<file path="config.mk">
export PLATFORM = sky130hd
export DESIGN_NAME = edge_attr_adjust
export DESIGN_NICKNAME = d
export VERILOG_FILES = /design/src/rtl/eas_pkg.sv /design/src/rtl/eas_three_quarter.sv /design/src/rtl/eas_frac_scale.sv /design/src/rtl/eas_chan_seq.sv /design/src/rtl/eas_delay.sv /design/src/rtl/edge_attr_adjust.sv
export SDC_FILE = /design/constraint.sdc
export NUM_CORES = 1
export LEC_CHECK = 0
export ABC_AREA = 1
export CORE_MARGIN = 2
export CORE_UTILIZATION = 55
export DETAILED_ROUTE_END_ITERATION = 8
export GPL_TIMING_DRIVEN = 0
export HOLD_SLACK_MARGIN = 0.05
export PLACE_DENSITY = 0.78
export SYNTH_ARGS = -nofsm -noshare
export SYNTH_HDL_FRONTEND = slang
export SYNTH_SLANG_ARGS = --single-unit
</file>
<file path="constraint.sdc">
create_clock -name clk -period 5 [get_ports clk]
set_input_delay 1 -clock clk [delete_from_list [all_inputs] [get_ports clk]]
set_output_delay 1 -clock clk [all_outputs]
set_load 0.01 [all_outputs]
</file>
<file path="src/rtl/eas_pkg.sv">
package eas_pkg;

   // Channel order within a span; out_chan reports these codes.
   typedef enum logic [3:0] {
      CH_RED   = 4'd0,
      CH_GREEN = 4'd1,
      CH_BLUE  = 4'd2,
      CH_ALPHA = 4'd3,
      CH_S     = 4'd4,
      CH_T     = 4'd5,
      CH_W     = 4'd6,
      CH_LOD   = 4'd7,
      CH_DEPTH = 4'd8
   } chan_e;

   localparam int DEF_NUM_CHAN = 9;
   localparam int PIPE_DEPTH   = 2;

endpackage

</file>
<file path="src/rtl/eas_three_quarter.sv">
module eas_three_quarter #(
   parameter int W = 32
) (
   input  logic signed [W-1:0] val_i,
   output logic signed [W-1:0] q_o
);

   if (W < 4) begin : g_bad_w
      $error("eas_three_quarter: W must be at least 4");
   end

   logic signed [W-1:0] half_s;
   logic signed [W-1:0] quarter_s;

   always_comb begin
      half_s    = val_i >>> 1;
      quarter_s = val_i >>> 2;
      q_o       = half_s + quarter_s;
   end

endmodule

</file>
<file path="src/rtl/eas_frac_scale.sv">
module eas_frac_scale #(
   parameter int W      = 32,
   parameter int FW     = 3,
   parameter bit SHIFT_ADD = 1'b0
) (
   input  logic signed [W-1:0]  delta_i,
   input  logic        [FW-1:0] frac_i,
   output logic signed [W-1:0]  term_o
);

   localparam int PW = W + FW;

   if (FW < 1 || FW > 8) begin : g_bad_fw
      $error("eas_frac_scale: FW must lie in 1..8");
   end

   logic signed [PW-1:0] prod_s;
   logic signed [PW-1:0] shifted_s;

   if (SHIFT_ADD) begin : g_shift_add
      logic signed [PW-1:0] ext_s;
      always_comb begin
         ext_s  = PW'(delta_i);
         prod_s = '0;
         for (int i = 0; i < FW; i++) begin
            if (frac_i[i]) prod_s = prod_s + (ext_s <<< i);
         end
      end
   end else begin : g_mult
      logic signed [FW:0] frac_s;
      always_comb begin
         frac_s = $signed({1'b0, frac_i});
         prod_s = PW'(delta_i * frac_s);
      end
   end

   always_comb begin
      shifted_s = prod_s >>> FW;
      term_o    = shifted_s[W-1:0];
   end

endmodule

</file>
<file path="src/rtl/eas_chan_seq.sv">
module eas_chan_seq #(
   parameter int NUM_CHAN = 9,
   localparam int CW = (NUM_CHAN > 1) ? $clog2(NUM_CHAN) : 1
) (
   input  logic          clk,
   input  logic          rst_n,
   input  logic          adv_i,
   input  logic          restart_i,
   output logic [CW-1:0] idx_o
);

   localparam logic [CW-1:0] LAST = CW'(NUM_CHAN - 1);

   logic [CW-1:0] cnt_q;

   always_comb begin
      idx_o = restart_i ? '0 : cnt_q;
   end

   always_ff @(posedge clk) begin
      if (!rst_n) begin
         cnt_q <= '0;
      end else if (adv_i) begin
         cnt_q <= (idx_o == LAST) ? '0 : idx_o + CW'(1);
      end
   end

endmodule

</file>
<file path="src/rtl/eas_delay.sv">
module eas_delay #(
   parameter int W     = 1,
   parameter int DEPTH = 2
) (
   input  logic         clk,
   input  logic         rst_n,
   input  logic [W-1:0] d_i,
   output logic [W-1:0] q_o
);

   if (DEPTH < 1) begin : g_bad_depth
      $error("eas_delay: DEPTH must be at least 1");
   end

   logic [W-1:0] stage_q [DEPTH];

   for (genvar g = 0; g < DEPTH; g++) begin : g_stage
      always_ff @(posedge clk) begin
         if (!rst_n) begin
            stage_q[g] <= '0;
         end else begin
            stage_q[g] <= (g == 0) ? d_i : stage_q[(g == 0) ? 0 : g-1];
         end
      end
   end

   assign q_o = stage_q[DEPTH-1];

endmodule

</file>
<file path="src/rtl/edge_attr_adjust.sv">
module edge_attr_adjust
   import eas_pkg::*;
#(
   parameter int ATTR_W    = 32,
   parameter int FRAC_W    = 3,
   parameter int NUM_CHAN  = DEF_NUM_CHAN,
   parameter bit SHIFT_ADD = 1'b0,
   localparam int CHAN_W   = (NUM_CHAN > 1) ? $clog2(NUM_CHAN) : 1
) (
   input  logic              clk,
   input  logic              rst_n,
   input  logic              in_valid,
   input  logic              new_span,
   input  logic              slope_neg,
   input  logic              left_major,
   input  logic [FRAC_W-1:0] x_frac,
   input  logic [ATTR_W-1:0] in_attr,
   input  logic [ATTR_W-1:0] de_attr,
   input  logic [ATTR_W-1:0] dx_attr,
   input  logic [ATTR_W-1:0] dy_attr,
   output logic              out_valid,
   output logic [CHAN_W-1:0] out_chan,
   output logic [ATTR_W-1:0] out_attr,
   output logic              span_start
);

   if (ATTR_W < 8) begin : g_bad_attr
      $error("edge_attr_adjust: ATTR_W must be at least 8");
   end
   if (NUM_CHAN < 1) begin : g_bad_chan
      $error("edge_attr_adjust: NUM_CHAN must be at least 1");
   end

   // ---------------- stage 0: combinational terms ----------------
   logic signed [ATTR_W-1:0] de_q3_s;
   logic signed [ATTR_W-1:0] dy_q3_s;
   logic signed [ATTR_W-1:0] frac_term_s;
   logic signed [ATTR_W-1:0] corr_s;
   logic                     apply_s;
   logic [CHAN_W-1:0]        chan_s;

   eas_three_quarter #(.W(ATTR_W)) u_q_edge (
      .val_i (de_attr),
      .q_o   (de_q3_s)
   );

   eas_three_quarter #(.W(ATTR_W)) u_q_line (
      .val_i (dy_attr),
      .q_o   (dy_q3_s)
   );

   eas_frac_scale #(.W(ATTR_W), .FW(FRAC_W), .SHIFT_ADD(SHIFT_ADD)) u_frac (
      .delta_i (dx_attr),
      .frac_i  (x_frac),
      .term_o  (frac_term_s)
   );

   eas_chan_seq #(.NUM_CHAN(NUM_CHAN)) u_seq (
      .clk       (clk),
      .rst_n     (rst_n),
      .adv_i     (in_valid),
      .restart_i (new_span),
      .idx_o     (chan_s)
   );

   always_comb begin
      apply_s = ~(slope_neg ^ left_major);
      corr_s  = apply_s ? (de_q3_s - dy_q3_s) : '0;
   end

   // ---------------- stage 1 registers ----------------
   logic                     s1_valid_q;
   logic [CHAN_W-1:0]        s1_chan_q;
   logic signed [ATTR_W-1:0] s1_base_q;
   logic signed [ATTR_W-1:0] s1_corr_q;
   logic signed [ATTR_W-1:0] s1_frac_q;

   always_ff @(posedge clk) begin
      if (!rst_n) begin
         s1_valid_q <= 1'b0;
         s1_chan_q  <= '0;
         s1_base_q  <= '0;
         s1_corr_q  <= '0;
         s1_frac_q  <= '0;
      end else begin
         s1_valid_q <= in_valid;
         if (in_valid) begin
            s1_chan_q <= chan_s;
            s1_base_q <= in_attr;
            s1_corr_q <= corr_s;
            s1_frac_q <= frac_term_s;
         end
      end
   end

   // ---------------- stage 2 registers ----------------
   logic signed [ATTR_W-1:0] sum_s;

   always_comb begin
      sum_s = s1_base_q + s1_corr_q - s1_frac_q;
   end

   always_ff @(posedge clk) begin
      if (!rst_n) begin
         out_valid <= 1'b0;
         out_chan  <= '0;
         out_attr  <= '0;
      end else begin
         out_valid <= s1_valid_q;
         if (s1_valid_q) begin
            out_chan <= s1_chan_q;
            out_attr <= sum_s;
         end
      end
   end

   // Span marker rides a delay line matched to the data pipeline.
   eas_delay #(.W(1), .DEPTH(PIPE_DEPTH)) u_span_dly (
      .clk   (clk),
      .rst_n (rst_n),
      .d_i   (new_span),
      .q_o   (span_start)
   );

endmodule

</file>
==> metrics.txt, run 1 <==
status=completed; Max FO, Critical Path=10; CP startpoint kind=input port; number of hold buffers added after cts=0; sequential share of the synthesized area=0.1790; RSZ-0062 raised after global routing=no; Worst Path Required=approximately 5.3 ns; Post-Syn Area=roughly 16000 sq um; Async S/R FF share, synth=0; Slew Viols, Final=0; worst reg-to-reg setup slack=about 2.2 ns; Avg Vias per Cell=5.049; Final Critical Period=4.365 ns; leakage=roughly 11 nW; Fmax=between 200 and 250 MHz; prevailing post-synth register cell=dfxtp_1; total power divided by cell area=between 300 and 400 nW/um^2; critical path class=in2reg; unique cell type count in the Yosys netlist=34; largest net degree at the start of global routing=17; ratio of final minimum period to clock period=0.8731; Die W=175.1 microns; setup TNS=0 ns; Slew Limit Headroom=0.5299; worst ir drop on vdd=~0.24 mV; most frequent cells in the layout=inv_1 (667), nand2_1 (635), nor2_1 (259); Hold Slack=~0.47 ns; Post-CTS Setup Bufs=0; synth-to-layout area growth=17.29%; CP Capture Type=register; Post-Synthesis Cells=~2.6k; H-tree depth=4; drt total wl=about 46000 microns; Clock Latency Late Sink=between 0.4 and 0.5 ns; Finish-stage setup viols=0; Arr. time, crit path=around 4.7 ns; nets=around 3.2k; Residual DRC=0; Die H=~180 microns; GRT overflow=0; placed cell count=about 3.1k; Final GP Congestion=about 0.94; DR iter-0 viols=roughly 1.1k; Synth area leader=dfxtp_1; IO Count=175; Syn Area/Cell=roughly 6.3 sq um; share of cells above drive strength 1=0.02128; Util after Layout=0.6565; CTS Root Cell=clkbuf_16; Clock Sinks=approximately 140; vias in the first global route=roughly 15k; most common cell after layout, fill and taps aside=inv_1; clock-pin slew on the worst setup and hold paths=about 0.060 ns; Seq pwr share=0.211; Post-synth EDFFs=0; Non-Filler Instances=3158; FF+latch count, synth=between 100 and 150; worst slew pin tran=a little over 0.7 ns; final hold vios=0; Max-Cap Viols=0; Gate power share=0.587; DR WL/cell=between 10 and 15 microns; Switch Pwr=approximately 3 mW; Post-CTS Resized=0; via count=between 15k and 20k; total die area=roughly 30000 sq um; Syn. warnings=0; Int Pwr=3.392 mW; Min-Delay Path Class=reg2reg; Yosys top cell area share=0.1790; syn_nets=2960; row count=62; Clk pwr share=0.202; Port Buffers=171; TritonCTS clock tree=built; ranking of synthesized cells by area=dfxtp_1 (18%), inv_1 (16%), fa_1 (15%), nand2_1 (15%), ha_1 (10%); first-pass GRT wire length=~75000 microns; initial core utilization=0.5597; core area=between 20000 and 30000 sq um; skew final=approximately 0.013 ns; All-Layer GR Usage=0.3102; DRT Pass-1 Iters=6; CTS Buf Count=17; initial antenna violation count=1; Post-DRT Antenna Nets=0; Post-DP HPWL=between 30000 and 40000 microns; sw frac=0.4734; clock buffer depth=2
## critical path: stages
cell and delay [ns]:
clkdlybuf4s50_1 0.64, clkbuf_1 0.41, clkbuf_1 0.39, nand2_1 0.14
fa_1 0.55, inv_1 0.04, ha_1 0.33, a21oi_1 0.26
o21ai_0 0.18, nand2_1 0.10, nand2_1 0.08, a21oi_1 0.18
nand2_1 0.07, nand2_1 0.05, nand3_1 0.14, nand2_1 0.11
inv_1 0.04
## routing by layer
layer | share of wire | GRT usage
met1 | 0.46 | 0.4236
met2 | 0.46 | 0.5217
met3 | 0.056 | 0.03111
met4 | 0.025 | 0.08889
met5 | 0 | 0
## flip-flops by register name (all words and copies together) (netlist names)
name                count
u_span_dly.stage_q      2
s1_frac_q              32
out_valid               1
s1_base_q              32
out_chan                4
s1_corr_q              32
out_attr               32
s1_chan_q               4
u_seq.cnt_q             4
s1_valid_q              1
## path summary, 6_finish.rpt
| kind | from | to | cells past startpoint |
|---|---|---|---|
| worst max register to register | s1_corr_q[0] | out_attr[26] | 18 |
| worst max-delay path | x_frac[0] | s1_frac_q[31] | 17 |
| worst min-delay path | s1_corr_q[26] | s1_corr_q[26] | 2 |
| worst min register to register | s1_corr_q[26] | s1_corr_q[26] | 2 |
## power by group through the flow
| stage | registers, mW | logic (mW) | clock network (mW) |
|---|---|---|---|
| floorplan | 1.37 | 2.60 | 0 |
| global placement | 1.37 | 3.64 | 0 |
| detailed placement | 1.38 | 3.69 | 0 |
| CTS | 1.35 | 3.73 | 1.31 |
| global route | 1.37 | 4.27 | 1.36 |
| finish | 1.36 | 3.78 | 1.30 |
## final cells by class
class                   count  area (sq um)
clock buffers              19         432.9
inverters                 675          2534
well taps                 384         480.5
diodes                      1         2.502
multi-input cells        1700         10490
plain buffers              52         200.2
flip-flops and latches    144          2883
clock inverters            12         157.7
fillers                  2684          9887
repair buffers            171          1712
## cells by family after synthesis
logic type,after synthesis,synth area share
buffers and inverters,727,0.1697
adder cells (fa/ha/maj),252,0.2526
AO/OA/AOI/OAI,340,0.1095
flip-flops,144,0.1790
AND/OR/NAND/NOR,1068,0.2674
XOR/XNOR,40,0.02175
## Yosys cell counts (6+ instances only)
cell type and instances:
inv_1 667, nand2_1 635, nor2_1 259, a21oi_1 178, dfxtp_1 144, o21ai_0 131, ha_1 130, fa_1 122
nand3_1 108, clkbuf_1 41, xor2_1 31, nor3_1 25, nand4_1 13, nand3b_1 9, xnor2_1 9, inv_2 8
buf_1 7, nand2_2 7, o21bai_1 7, a31oi_1 6
## through the flow
stage               cell area [sq um]  setup WS (ns)  power (mW)
finish                          18890         0.6347       6.441
global route                    18890         0.3370       7.007
CTS                             18890         0.6197       6.390
detailed placement              18300         0.1662       5.070
global placement                18300         0.1777       5.009
floorplan                       16110          1.369       3.973
No activity file was read; power rests on OpenSTA's default activity.
==> run 2, diff against run 1 <==
- TNS_END_PERCENT: unset -> 1
==> results of run 2 <==
Same layout as run 1: the final DEF is identical, and so are final timing and power.
